===== src/rtl/scc_pkg.sv =====
package scc_pkg;
  typedef struct packed {
    logic store;
  } dpStrobe_t;
endpackage


===== src/rtl/scc_ctrl.sv =====
module scc_ctrl
  import scc_pkg::*;
#(
  parameter int CMD_BYTES = 8,
  localparam int IDX_W = $clog2(CMD_BYTES)
) (
  input  logic             clk,
  input  logic             rstN,
  input  logic             usbWrEn,
  input  logic             usbAuto,
  input  logic             cpuRdEn,
  input  logic             clrRcvd,
  output dpStrobe_t        dpStb,
  output logic [IDX_W-1:0] wrIdx,
  output logic [IDX_W-1:0] rdIdx,
  output logic             rcvd,
  output logic             invalid
);
  localparam logic [IDX_W-1:0] LAST = IDX_W'(CMD_BYTES - 1);

  logic stageFw;
  logic wrStart;
  logic fwNow;
  logic store;
  logic capActive;
  logic invSet;
  logic invClr;

  assign wrStart   = usbWrEn && (wrIdx == '0);
  assign fwNow     = wrStart ? !usbAuto : stageFw;
  assign store     = usbWrEn && fwNow;
  assign capActive = store || ((wrIdx != '0) && stageFw);
  assign invSet    = (store && wrStart && (rdIdx != '0)) || (cpuRdEn && capActive);
  assign invClr    = cpuRdEn && (rdIdx == '0) && !capActive;

  assign dpStb.store = store;

  always_ff @(posedge clk or negedge rstN) begin
    if (!rstN) begin
      wrIdx   <= '0;
      stageFw <= 1'b0;
    end else if (usbWrEn) begin
      wrIdx <= (wrIdx == LAST) ? '0 : wrIdx + 1'b1;
      if (wrStart) stageFw <= !usbAuto;
    end
  end

  always_ff @(posedge clk or negedge rstN) begin
    if (!rstN) rdIdx <= '0;
    else if (cpuRdEn) rdIdx <= (rdIdx == LAST) ? '0 : rdIdx + 1'b1;
  end

  always_ff @(posedge clk or negedge rstN) begin
    if (!rstN) rcvd <= 1'b0;
    else if (store && (wrIdx == LAST)) rcvd <= 1'b1;
    else if (clrRcvd) rcvd <= 1'b0;
  end

  always_ff @(posedge clk or negedge rstN) begin
    if (!rstN) invalid <= 1'b0;
    else if (invSet) invalid <= 1'b1;
    else if (invClr) invalid <= 1'b0;
  end
endmodule


===== src/rtl/scc_datapath.sv =====
module scc_datapath
  import scc_pkg::*;
#(
  parameter int DATA_W = 8,
  parameter int CMD_BYTES = 8,
  localparam int IDX_W = $clog2(CMD_BYTES)
) (
  input  logic              clk,
  input  logic              rstN,
  input  dpStrobe_t         dpStb,
  input  logic [IDX_W-1:0]  wrIdx,
  input  logic [IDX_W-1:0]  rdIdx,
  input  logic [DATA_W-1:0] wrData,
  output logic [DATA_W-1:0] rdData
);
  logic [DATA_W-1:0] cmdMem [CMD_BYTES];

  for (genvar b = 0; b < CMD_BYTES; b++) begin : g_byte
    always_ff @(posedge clk or negedge rstN) begin
      if (!rstN) cmdMem[b] <= '0;
      else if (dpStb.store && (wrIdx == IDX_W'(b))) cmdMem[b] <= wrData;
    end
  end

  assign rdData = cmdMem[rdIdx];
endmodule


===== src/rtl/setup_cmd_capture.sv =====
module setup_cmd_capture
  import scc_pkg::*;
#(
  parameter int DATA_W = 8,
  parameter int CMD_BYTES = 8,
  localparam int IDX_W = $clog2(CMD_BYTES)
) (
  input  logic              clk,
  input  logic              rstN,
  input  logic              usbWrEn,
  input  logic [DATA_W-1:0] usbWrData,
  input  logic              usbAuto,
  input  logic              cpuRdEn,
  output logic [DATA_W-1:0] cpuRdData,
  output logic [IDX_W-1:0]  rdPos,
  output logic              setupRcvd,
  input  logic              clrRcvd,
  output logic              rdInvalid
);
  dpStrobe_t        dpStb;
  logic [IDX_W-1:0] capWrIdx;

  scc_ctrl #(.CMD_BYTES(CMD_BYTES)) u_ctrl (
    .clk(clk), .rstN(rstN), .usbWrEn(usbWrEn), .usbAuto(usbAuto),
    .cpuRdEn(cpuRdEn), .clrRcvd(clrRcvd), .dpStb(dpStb), .wrIdx(capWrIdx),
    .rdIdx(rdPos), .rcvd(setupRcvd), .invalid(rdInvalid)
  );

  scc_datapath #(.DATA_W(DATA_W), .CMD_BYTES(CMD_BYTES)) u_dp (
    .clk(clk), .rstN(rstN), .dpStb(dpStb), .wrIdx(capWrIdx), .rdIdx(rdPos),
    .wrData(usbWrData), .rdData(cpuRdData)
  );
endmodule


===== config.mk =====
export PLATFORM = sky130hd
export DESIGN_NAME = setup_cmd_capture
export DESIGN_NICKNAME = d
export VERILOG_FILES = /design/src/rtl/scc_pkg.sv /design/src/rtl/scc_ctrl.sv /design/src/rtl/scc_datapath.sv /design/src/rtl/setup_cmd_capture.sv
export SDC_FILE = /design/constraint.sdc
export NUM_CORES = 1
export LEC_CHECK = 0
export ABC_AREA = 1
export BUFFER_PORTS_ARGS = -buffer_cell sky130_fd_sc_hd__buf_2
export CAP_MARGIN = 5
export CORE_MARGIN = 5
export CORE_UTILIZATION = 25
export DETAILED_ROUTE_END_ITERATION = 10
export PLACE_DENSITY = 0.52
export SYNTH_ARGS = -nofsm -noshare
export SYNTH_HDL_FRONTEND = slang
export SYNTH_SLANG_ARGS = --single-unit

===== constraint.sdc =====
create_clock -name clk -period 2.55 [get_ports clk]
set_clock_uncertainty 0.15 [all_clocks]
set_input_delay 0.255 -clock clk [delete_from_list [all_inputs] [get_ports clk]]
set_output_delay 0.255 -clock clk [all_outputs]
set_load 0.1 [all_outputs]

# == Word level (Yosys, flattened, before mapping) ==
# Cells that the tools add are included.
# word_totals
register_bits,73
input_bits,14
output_inout_bits,13
wordCells,61
# classes
add_sub_neg,2
n_lt_le_gt_ge,1
eq_ne,8
n_mux,10
n_bitwise,1
n_reduce_logical,26
# ops
operator,count
binary-select mux 8 bit (select 3 bit),1
logical AND 1 bit,16
two-way mux 8 bit,2
== test 3 bit (second input constant),5
adder 3 x 1 -> 3 bit (second input constant),2
== test 3 x 2 -> 1 bit (second input constant),2
zero test 3 bit,2
two-way mux 3 bit,2
nonzero test 3 bit,2
two-way mux 1 bit,5
>= comparator 4 bit (second input constant),1
NOT 3 -> 4 bit,1
nonzero test 2 bit,2
== test 3 x 1 -> 1 bit (second input constant),1
zero test 1 bit,2
logical OR 1 bit,2

# == Depth between registers and ports, before layout ==
# Gate-level depths: netlist of run 1.
# depth
word_depth,9
depth_mapped,9
ltp_nobuf,8

# == Hierarchy ==
# Synthesis of run 1 repeated with hierarchy kept, for this count alone.
# unflattened
cells_unflattened,498
area_unflattened_um2,3682.3
# modules_own_cells
mod,instances,cells_each,area_each_um2,seq_area_each_um2
scc_datapath,1,439,3189.3,1601.5
scc_ctrl,1,59,493.0,225.2

# == Worst setup path after synthesis of run 1 ==
# No wires, ideal clock.
# synth_timing
path_kind,flip-flop to output port
startpoint,reg u_ctrl.rdIdx[0]
endpoint,out cpuRdData[0]
arrival_ns,2.399
required_time_ns,2.145
path_slack_ns,-0.254
stages_incl_launch_ff,7
path_buffers,2
cell_sequence,dfrtp_1 buf_2 clkbuf_1 o21ai_0 o21ai_0 nand2_1 nand2_1
# synth_via
elab_chain_cells,4
# synth_rtl
item,line,rtl
start: declaration,scc_ctrl.sv:15,"output logic [IDX_W-1:0] rdIdx,"
start signal: assignment,scc_ctrl.sv:50,else if (cpuRdEn) rdIdx <= (rdIdx == LAST) ? '0 : rdIdx + 1'b1;
NOT 3 -> 4 bit (not written as such),scc_datapath.sv:25,assign rdData = cmdMem[rdIdx];
binary-select mux 8 bit (select 3 bit),scc_datapath.sv:25,
two-way mux 8 bit (not written as such) (2 in series),scc_datapath.sv:25,
end: declaration,setup_cmd_capture.sv:14,"output logic [DATA_W-1:0] cpuRdData,"
# No other way between the ends. The select of a mux whose other input is x is not followed.

# == Worst setup path in the final report of run 1 ==
# layout_timing
startpoint,reg u_ctrl.rdIdx[0]
endpoint,out cpuRdData[2]
# The elaborated chain is that of the path after synthesis.

==> results of run 1 <==
worst max-delay path: stages (launching register included):
cell	delay [ns]
dfrtp_2	0.41
inv_2	0.19
buf_12	0.22
nand2_1	0.07
nand2_1	0.07
nand2_1	0.06
nand2_1	0.12
nand2_1	0.08
nand2_1	0.12
buf_12	0.18
layer usage:
layer	vias up	part of all wire, %
li1	1675	-
met1	1669	49
met2	78	45
met3	15	4.0
met4	0	1.8
met5	-	0
final cells by class:
cell class                 count  area [um^2]
tap                          188        235.2
clock buffer                  12        256.5
sequential                    73         1829
clock inverter                 4        75.07
timing repair buffer          42        402.9
inverter                      25        96.34
fill                        1651        10470
multi-input combinational    376         1724
cell usage after synthesis:
cell type    n
o211ai_1     1
clkbuf_1     4
buf_2       19
nand2_2      1
nand3_4      1
ha_1         9
inv_2        1
buf_8        2
o21ai_1      4
buf_6        2
nand3_1      7
dfrtp_1     73
buf_1        1
inv_1       20
inv_4        1
nand2_4      2
nand4_1     49
o21ai_0     36
nand3_2      2
nor2_2       2
nor2_1      10
clkinv_1     3
nand2_1    252
power groups by stage:
| stage | clock network (uW) | registers, uW | logic, uW |
|---|---|---|---|
| after global placement | 0 | 2010 | 3590 |
| after global routing | 1470 | 2070 | 3930 |
| final | 1400 | 2020 | 3620 |
| after floorplan | 0 | 2130 | 2370 |
| after CTS | 1430 | 2010 | 3630 |
| after detailed placement | 0 | 2020 | 3630 |
final timing paths:
path,start,to,depth (start not counted)
worst min register to register,u_dp.cmdMem[19],u_dp.cmdMem[19],2
worst max-delay path,u_ctrl.rdIdx[0],cpuRdData[2],9
worst max register to register,u_ctrl.wrIdx[0],u_dp.cmdMem[48],7
min in group asynchronous,rstN,u_dp.cmdMem[25],2
worst min-delay path,cpuRdEn,u_ctrl.rdIdx[1],2
max in group asynchronous,rstN,u_ctrl.wrIdx[2],3
through the flow:
stage / area [um^2] / worst slack (ns) / total power (uW) / instances / utilization [%]
2_1_floorplan: 3816 / 0.04305 / 4505 / 502 / -
3_3_place_gp: 4268 / 0.6022 / 5603 / 702 / 28.28
3_5_place_dp: 4268 / 0.5542 / 5651 / 702 / 28.28
4_1_cts: 4619 / 0.2969 / 7069 / 720 / 30.61
5_1_grt: 4619 / 0.1451 / 7473 / 720 / 30.61
6_report: 4619 / 0.2901 / 7044 / 720 / 30.61
cell families after synthesis:
kind of cell    Yosys count
compound gates           41
flops                    73
simple gates            326
fa+ha+maj                 9
buf+inv                  53
state kept, by name (all words and copies together) (netlist names):
name and flops:
u_dp.cmdMem 64, u_ctrl.rdIdx 3, u_ctrl.wrIdx 3, u_ctrl.invalid 1, u_ctrl.rcvd 1, u_ctrl.stageFw 1
repair_timing:
| action | in CTS | in global routing |
|---|---|---|
| endpoints found under the hold margin | 36 | 0 |
| buffers inserted | 0 | 0 |
| endpoints found under the setup margin | 0 | 0 |
| hold buffers | 2 | 0 |
==> summary.md, run 1 <==
| Metric | Value |
|---|---|
| Yosys top cell area share | `47.90%` |
| Top-Level Pins | `27` |
| Placer Congestion | `~0.8` |
| Post-synthesis sequential area ratio | `47.90%` |
| Net Count, Synth | `between 500 and 600` |
| Die W | `between 100 and 150 um` |
| Minimum hold slack | `0.05272 ns` |
| CTS max path bufs | `2` |
| Net Sw Frac | `between 40% and 50%` |
| Iteration-0 DRC Markers | `297` |
| Final Cycle Share | `88.63%` |
| Setup crit end kind | `output pin` |
| Most frequent cells in the layout | `nand2_1, dfrtp_1, nand4_1` |
| XOR/XNOR Fraction of Synth Area | `0%` |
| Num rows | `45` |
| Vias | `between 3000 and 4000` |
| CTS tree | `built` |
| M3 GR Usage | `between 2 and 3%` |
| Vias/cell | `approximately 4.8` |
| Mux contribution to synthesized area | `0%` |
| Core ar. | `approximately 15000 um^2` |
| Adder-cell share of the synthesized area | `under 10%` |
| WP data arrival | `approximately 1.9 ns` |
| Worst Setup Path Type | `reg2out` |
| Worst-path maximum fanout | `25` |
| Highest Clock Rate | `roughly 440 MHz` |
| Total global-route track usage | `a little over an eighth` |
| Antenna diode count | `0` |
| Slew @ Worst Pin | `0.5335 ns` |
| Sw power | `about 3300 uW` |
| Largest net degree at the start of global routing | `39` |
| CTS root buf | `clkbuf_16` |
| Int Power | `between 3000 and 4000 uW` |
| Combinational Power Share | `51.4%` |
| Synth Register Bits | `73` |
| Syn-to-layout area delta | `21.13%` |
| Synth Area in Simple Gates | `36.81%` |
| Minimum clock period | `2.260 ns` |
| Starting Density | `between 20% and 30%` |
| Antenna violations before repair | `0` |
| Post-DRT Antenna Nets | `0` |
| Met1 global-route usage | `between 10% and 20%` |
| Synth area leaders | `dfrtp_1, nand2_1, nand4_1, o21ai_0, ha_1` |
| Clk pwr share | `about a fifth` |
| Worst relative slew slack | `roughly 64%` |
| Final Hold Viols | `0` |
| Lkg Pwr | `0.002406 uW` |
| Skew-Pair Late Insertion Delay | `approximately 0.34 ns` |
| DRC errors left | `0` |
| DP HPWL | `7692 um` |
| Nets | `550` |
| Post-synthesis compound-gate area fraction | `roughly 5.4%` |
| Status | `complete, no violations` |
| Slew Limit Fails | `0` |
| Most common cell after layout, fill and taps aside | `nand2_1` |
| Post-CTS Resized | `0` |
| Power density cells | `1525 nW/um^2` |
| Port bufs | `26` |
| Final setup violation count | `0` |
| Hold Crit Class | `in2reg` |
| Vias in the first global route | `between 3000 and 4000` |
| RSZ-0062 raised after global routing | `false` |
| H-tree levels | `3` |
| Main combinational cell family by area after synthesis | `simple AND/OR/NAND/NOR gates` |
| Detailed-route wire length per cell | `~16 um` |
| Syn. warnings | `0` |
| Leading area contributor after synthesis | `dfrtp_1` |
| CTS clock-pin slew for the worst setup and hold paths | `0.06 ns` |
| Max Cap Viol | `0` |
| Post-Route WL | `~11000 um` |
| Pre-antenna DRT Iters | `5` |
| Setup crit start kind | `flip-flop` |
| Syn avg cell area | `roughly 7.6 um^2` |
| Die footprint | `roughly 18000 um^2` |
| Sink Count | `73` |
| Global-route wire length before repair | `between 15000 and 20000 um` |
| Cells after Synth | `roughly 500` |
| Distinct cells, synth | `23` |
| Required @ worst endpoint | `2.14 ns` |
| Layout cell share with drive strength beyond 1 | `approximately an eighth` |
| Global routing's busiest layer | `met2` |
| Sequential Power Share | `about 29%` |
| Mapped Area | `between 3000 and 4000 um^2` |
| Worst reg2reg setup slack | `0.53 ns` |
| Peak supply drop | `between 0.7 and 0.8 mV` |
| Die Height | `about 130 um` |
| Met2 track demand over resource | `between 20% and 30%` |
| Setup TNS | `0 ns` |
| Global route overflow | `0` |
| Number of CTS-inserted buffers | `9` |
(Power assumes the default switching activity.)
==> run 2, diff against run 1 <==
Settings changed: ABC_AREA 1 to unset.
==> run 2 against run 1 <==
Against the previous run: via count fell by 42%; count of clock-buffer cells in the layout did not move; setup slack got worse by 0.20 ns; register-to-register slack got worse by 0.12 ns; synthesized cell count fell by 56%; global-route usage fell by 3.4 points; sequential share of layout area rose by 3.6 points; hold slack got worse by 0.050 ns; cell area fell by 8.3%; utilization fell by 0.10 points; critical path depth fell by 5; fmax fell by 8.1%.
==> summary.md, run 2 <==
| Metric | Value |
|---|---|
| Synth area leaders | `dfrtp_1, mux2_2, mux4_1, mux4_2, mux2_4 (was dfrtp_1, nand2_1, nand4_1, o21ai_0, ha_1)` |
| Starting Density | `25.52% (was 25.27%)` |
| Skew-Pair Late Insertion Delay | `0.32 ns (was 0.34 ns)` |
| Slew @ Worst Pin | `0.7650 ns (was 0.5335 ns)` |
| Core ar. | `13880 um^2 (was 15090 um^2)` |
| Worst reg2reg setup slack | `0.41 ns (was 0.53 ns)` |
| Vias | `2004 (was 3437)` |
| CTS tree | `built (unchanged)` |
| H-tree levels | `3 (unchanged)` |
| Setup TNS | `0 ns (unchanged)` |
| Worst-path maximum fanout | `10 (was 25)` |
| Hold Crit Class | `in2reg (unchanged)` |
| Setup Buffers After CTS | `0 (unchanged)` |
| Num rows | `43 (was 45)` |
| Post-synthesis sequential area ratio | `51.57% (was 47.90%)` |
| Final setup violation count | `0 (unchanged)` |
| Global-route wire length before repair | `12320 um (was 18720 um)` |
| CTS root buf | `clkbuf_16 (unchanged)` |
| Layout cell share with drive strength beyond 1 | `53.64% (was 12.59%)` |
| Leading area contributor after synthesis | `dfrtp_1 (unchanged)` |
| Global route overflow | `0 (unchanged)` |
| RSZ-0062 raised after global routing | `false (unchanged)` |
| Antenna violations before repair | `0 (unchanged)` |
| Die W | `129.0 um (was 133.5 um)` |
| Nets | `279 (was 550)` |
| Antenna diode count | `0 (unchanged)` |
| Die Height | `129.0 um (was 133.5 um)` |
| Worst relative slew slack | `49.00% (was 64.43%)` |
| Slew Limit Fails | `0 (unchanged)` |
| Cells after Synth | `220 (was 502)` |
| Post-DRT Antenna Nets | `0 (unchanged)` |
| WP data arrival | `2.05 ns (was 1.85 ns)` |
| Most common cell after layout, fill and taps aside | `dfrtp_1 (was nand2_1)` |
| Detailed-route wire length per cell | `17.23 um (was 15.87 um)` |
| Crit Reg-Reg Startpoint | `u_ctrl.wrIdx[0] (unchanged)` |
| Distinct cells, synth | `30 (was 23)` |
| Placer Congestion | `0.6655 (was 0.7965)` |
| Commonest register cell after synthesis | `dfrtp_1 (unchanged)` |
| Required @ worst endpoint | `2.14 ns (about the same)` |
| Largest net degree at the start of global routing | `42 (was 39)` |
| EDFF count, synth | `0 (unchanged)` |
| Placed Area | `3913 um^2 (was 4268 um^2)` |
| Post-synthesis async set-or-reset flop share | `100.0% (unchanged)` |
| Final instance area | `4235 um^2 (was 4619 um^2)` |
| Max Cap Viol | `0 (unchanged)` |
| Mapped Area | `3542 um^2 (was 3814 um^2)` |
| Syn-to-layout area delta | `19.57% (was 21.13%)` |
| CP max stage delay | `0.56 ns (was 0.41 ns)` |
| Biggest regs | `u_dp.cmdMem (64), u_ctrl.rdIdx (3), u_ctrl.wrIdx (3) (unchanged)` |
| Worst-path cell chain | `buf_12, mux4_1, mux2_4, clkbuf_4 (was inv_2, buf_12, nand2_1, nand2_1, nand2_1, nand2_1, nand2_1, nand2_1, buf_12)` |
| Final Cycle Share | `96.44% (was 88.63%)` |
| Total global-route track usage | `9.863% (was 13.25%)` |
| Worst setup margin | `0.09077 ns (was 0.2901 ns)` |
| Top cell family by delay on the critical path | `multiplexers (was buffers and inverters)` |
| Iteration-0 DRC Markers | `93 (was 297)` |
| CTS max path bufs | `2 (unchanged)` |
| Worst Setup Path Type | `reg2out (unchanged)` |
| Pre-antenna DRT Iters | `4 (was 5)` |
| Post-Route WL | `7597 um (was 11430 um)` |
| Top-Level Pins | `27 (unchanged)` |
| Port bufs | `26 (unchanged)` |
| Reg with most FFs | `u_dp.cmdMem (unchanged)` |
| WP buf/inv | `2 (was 3)` |
| Final Hold Viols | `0 (unchanged)` |
| Sink Count | `73 (unchanged)` |
| Commonest cells in the netlist | `dfrtp_1, mux2_2, ha_1 (was nand2_1, dfrtp_1, nand4_1)` |
| CTS clock-pin slew for the worst setup and hold paths | `0.06 ns (about the same)` |
| Synth Register Bits | `73 (unchanged)` |
| DRC errors left | `0 (unchanged)` |
| Cell with the most instances after synthesis | `dfrtp_1 (was nand2_1)` |
| Die footprint | `16650 um^2 (was 17820 um^2)` |
| Minimum clock period | `2.459 ns (was 2.260 ns)` |
| Vias in the first global route | `2138 (was 3420)` |
| Vias/cell | `4.544 (was 4.774)` |
| Syn. warnings | `0 (unchanged)` |
| Setup crit start kind | `flip-flop (unchanged)` |
| Yosys top cell area share | `51.57% (was 47.90%)` |
| Net Count, Synth | `243 (was 525)` |
| Worst slack, placed | `0.4085 ns (was 0.5542 ns)` |
| DP HPWL | `5135 um (was 7692 um)` |
| Number of CTS-inserted buffers | `9 (unchanged)` |
| Hold Path Origin | `clrRcvd (was cpuRdEn)` |
| Highest Clock Rate | `406.6 MHz (was 442.5 MHz)` |
| Minimum hold slack | `0.002846 ns (was 0.05272 ns)` |
| Status | `complete, no violations (unchanged)` |
| Worst-path cell with the longest stage delay | `mux4_1 (was dfrtp_2)` |
| Most frequent cells in the layout | `dfrtp_1, mux2_2, buf_2 (was nand2_1, dfrtp_1, nand4_1)` |
| Largest register FFs | `64 (unchanged)` |
| CP startpoint | `u_ctrl.rdIdx[0] (unchanged)` |
| Syn avg cell area | `16.10 um^2 (was 7.597 um^2)` |
| Setup crit end kind | `output pin (unchanged)` |
run 2: cell types whose count changed after synthesis, sizes merged, moves of 4 or more:
| cell | previous run | this run |
|---|---|---|
| nand3 | 10 | 0 |
| o2111ai | 0 | 4 |
| inv | 22 | 7 |
| nand4 | 49 | 0 |
| mux2 | 0 | 73 |
| nand2 | 255 | 7 |
| buf | 24 | 9 |
| mux4 | 0 | 16 |
| o21ai | 40 | 5 |
| nor2 | 12 | 1 |
run 2: path summary, 6_finish.rpt:
kind | endpoint | depth (start not counted)
max | cpuRdData[2] | 4
min | u_ctrl.rcvd | 2
max reg2reg | u_dp.cmdMem[33] | 5
min reg2reg | u_dp.cmdMem[29] | 1
max in group asynchronous | u_ctrl.wrIdx[0] | 3
min in group asynchronous | u_ctrl.rdIdx[1] | 2
run 2: cell families (layout without fill, tap and decap cells):
group           Yosys count  count (layout)  share of synthesized area (%)
fa+ha+maj                 9               9                          3.179
buf+inv                  17              58                          2.861
flops                    73              73                          51.57
compound gates           12              12                          3.744
mux                      90              90                          35.36
simple gates             19              19                          3.285
run 2: routing by layer:
layer	wire length, um	vias to the layer above	GRT usage [%]
met2	3620	33	15.91
met5	0	-	0
met3	337	6	3.504
met4	58	0	1.915
met1	3581	1059	12.94
li1	-	906	-
run 2: stage by stage:
step                cells  util, %
floorplan             220        -
global placement      424    28.19
detailed placement    424    28.19
CTS                   441    30.48
global route          441    30.51
finish                441    30.51
run 2: area by class of cell:
cell class,count,area [um^2]
timing repair buffer,35,232.7
multi-input combinational,130,1614
fill,1403,9646
clock buffer,12,256.5
sequential,73,1829
inverter,7,26.28
tap,180,225.2
clock inverter,4,51.30
run 2: what timing repair did:
item,CTS,global route
hold endpoints to repair,39,0
gates resized for setup,0,2
hold buffers,1,0
endpoints found under the setup margin,0,2
Power of run 2 is not shown: default switching activity piles up to over one toggle a cycle in this logic, so the estimate is an artifact.
==> run 3, diff against run 2 <==
Clock period 2.55 ns to 2.95 ns, I/O delays scaled along.
==> run 3 against run 2 <==
Against the previous run: the run now ends with negative hold slack left; sequential share of layout area increased by 0.86 points; wire length decreased by 6.0%; final cell count decreased by 1.8%; global-route usage decreased by 0.67 points; first-iteration DRC count increased by 20%; hold slack got worse by 0.036 ns; die area unchanged; count of clock-buffer cells in the layout unchanged; critical endpoint is now cpuRdData[5].
==> summary.md, run 3 (same netlist as run 2, synthesis figures left out) <==
| Metric | Value |
|---|---|
| CTS root buf | `clkbuf_16 (unchanged)` |
| Biggest regs | `u_dp.cmdMem (64), u_ctrl.rdIdx (3), u_ctrl.wrIdx (3) (unchanged)` |
| Worst Setup Path Type | `reg2out (unchanged)` |
| Nets | `272 (was 279)` |
| Num rows | `43 (unchanged)` |
| Die W | `129.0 um (unchanged)` |
| Area taken by multi-input logic gates | `1614 um^2 (unchanged)` |
| Slew Limit Fails | `0 (unchanged)` |
| Worst-path cell with the longest stage delay | `dfrtp_1 (was mux4_1)` |
| Placer Congestion | `0.6683 (was 0.6655)` |
| Antenna violations before repair | `0 (unchanged)` |
| Setup Buffers After CTS | `0 (unchanged)` |
| Worst-path cell chain | `mux4_1, mux2_4, buf_2 (was buf_12, mux4_1, mux2_4, clkbuf_4)` |
| Iteration-0 DRC Markers | `112 (was 93)` |
| Global-route wire length before repair | `11510 um (was 12320 um)` |
| CTS clock-pin slew for the worst setup and hold paths | `0.05 ns (was 0.06 ns)` |
| CTS max path bufs | `2 (unchanged)` |
| WP data arrival | `2.24 ns (was 2.05 ns)` |
| Number of CTS-inserted buffers | `9 (unchanged)` |
| Hold Crit Class | `in2async (was in2reg)` |
| Worst reg2reg setup slack | `0.73 ns (was 0.41 ns)` |
| Port bufs | `26 (unchanged)` |
| Skew-Pair Late Insertion Delay | `0.32 ns (about the same)` |
| Setup TNS | `0 ns (unchanged)` |
| Core ar. | `13880 um^2 (unchanged)` |
| M3 GR Usage | `2.473% (was 3.504%)` |
| Layout cell share with drive strength beyond 1 | `51.78% (was 53.64%)` |
| Largest net degree at the start of global routing | `42 (unchanged)` |
| Global route overflow | `0 (unchanged)` |
| Vias/cell | `4.476 (was 4.544)` |
| Status | `finished with violations (was complete, no violations)` |
| Final setup violation count | `0 (unchanged)` |
| CP max stage delay | `0.91 ns (was 0.56 ns)` |
| Antenna diode count | `0 (unchanged)` |
| Crit Reg-Reg Startpoint | `u_ctrl.wrIdx[0] (unchanged)` |
| Most frequent cells in the layout | `dfrtp_1, mux2_2, buf_2 (unchanged)` |
| Most common cell after layout, fill and taps aside | `dfrtp_1 (unchanged)` |
| Top cell family by delay on the critical path | `flip-flops (was multiplexers)` |
| Worst-path maximum fanout | `19 (was 10)` |
| RSZ-0062 raised after global routing | `false (unchanged)` |
| Sequential cell area | `1827 um^2 (was 1829 um^2)` |
| Final Cycle Share | `slightly above 90%` |
| Total global-route track usage | `9.195% (was 9.863%)` |
| Sink Count | `73 (unchanged)` |
| DP HPWL | `4596 um (was 5135 um)` |
| Vias in the first global route | `1978 (was 2138)` |
| Slew @ Worst Pin | `0.9277 ns (was 0.7650 ns)` |
| Die Height | `129.0 um (unchanged)` |
| Starting Density | `25.52% (unchanged)` |
| Worst relative slew slack | `38.16% (was 49.00%)` |
| Required @ worst endpoint | `2.51 ns (was 2.14 ns)` |
| Final Hold Viols | `40 (was 0)` |
| Minimum hold slack | `-0.03315 ns (was 0.002846 ns)` |
| Post-CTS Resized | `0 (unchanged)` |
| Pre-antenna DRT Iters | `4 (unchanged)` |
| Post-DRT Antenna Nets | `0 (unchanged)` |
| Top-Level Pins | `27 (unchanged)` |
| Setup crit start kind | `flip-flop (unchanged)` |
| Max Cap Viol | `0 (unchanged)` |
| Minimum clock period | `between 2 and 3 ns` |
| Detailed-route wire length per cell | `16.49 um (was 17.23 um)` |
| H-tree levels | `3 (unchanged)` |
| # fillers | `1421 (was 1403)` |
| Hold buffer count at CTS | `0 (was 1)` |
| Die footprint | `16650 um^2 (unchanged)` |
| Setup crit end kind | `output pin (unchanged)` |
| Failing checks | `negative hold slack` |
| CTS tree | `built (unchanged)` |
| Highest Clock Rate | `approximately 370 MHz` |
| Reg with most FFs | `u_dp.cmdMem (unchanged)` |
| Global routing's busiest layer | `met2 (unchanged)` |
| Met2 track demand over resource | `13.93% (was 15.91%)` |
| Worst Reg-to-Reg Cells | `5 (unchanged)` |
| WP buf/inv | `1 (was 2)` |
| Vias | `1938 (was 2004)` |
| Largest register FFs | `64 (unchanged)` |
| DRC errors left | `0 (unchanged)` |
| Syn-to-layout area delta | `17.06% (was 19.57%)` |
| Met1 global-route usage | `12.53% (was 12.94%)` |
| Post-Route WL | `7141 um (was 7597 um)` |
| R2R Path End | `u_dp.cmdMem[4] (was u_dp.cmdMem[33])` |
run 3: how the worst max path moves through the flow:
stage | start | to | slack [ns] | cells after the start
floorplan | u_ctrl.rdIdx[0] | cpuRdData[0] | 0.30 | 4
global placement | u_ctrl.rdIdx[1] | cpuRdData[4] | 0.58 | 3
detailed placement | u_ctrl.rdIdx[1] | cpuRdData[4] | 0.58 | 3
CTS | u_ctrl.rdIdx[1] | cpuRdData[5] | 0.22 | 3
global route | u_ctrl.rdIdx[1] | cpuRdData[6] | 0.19 | 3
finish | u_ctrl.rdIdx[1] | cpuRdData[5] | 0.27 | 3
run 3: final cells by class:
type	instances	area share, %
Timing Repair Buffer	28	3.802
Sequential cell	73	44.06
Clock buffer	12	6.186
Inverter	7	0.6337
Multi-Input combinational cell	130	38.93
Tap cell	180	5.431
Clock inverter	3	0.9656
run 3: metal layers:
| layer | up-vias | part of all wire [%] |
|---|---|---|
| met2 | 32 | 48 |
| met3 | 12 | 4.8 |
| met1 | 1007 | 46 |
| li1 | 887 | - |
| met5 | - | 0 |
| met4 | 0 | 1.5 |
run 3: metrics by stage:
step	util [%]	hold WS [ns]	cell area (um^2)	worst slack (ns)	cells
floorplan	-	-0.1506	3542	0.2974	220
global placement	27.74	0.3297	3850	0.5831	418
detailed placement	27.74	0.3298	3850	0.5798	418
CTS	29.87	0.009497	4146	0.2221	433
global route	29.87	0.008470	4146	0.1948	433
finish	29.87	-0.03315	4146	0.2682	433
Power of run 3 is left out for the same reason.
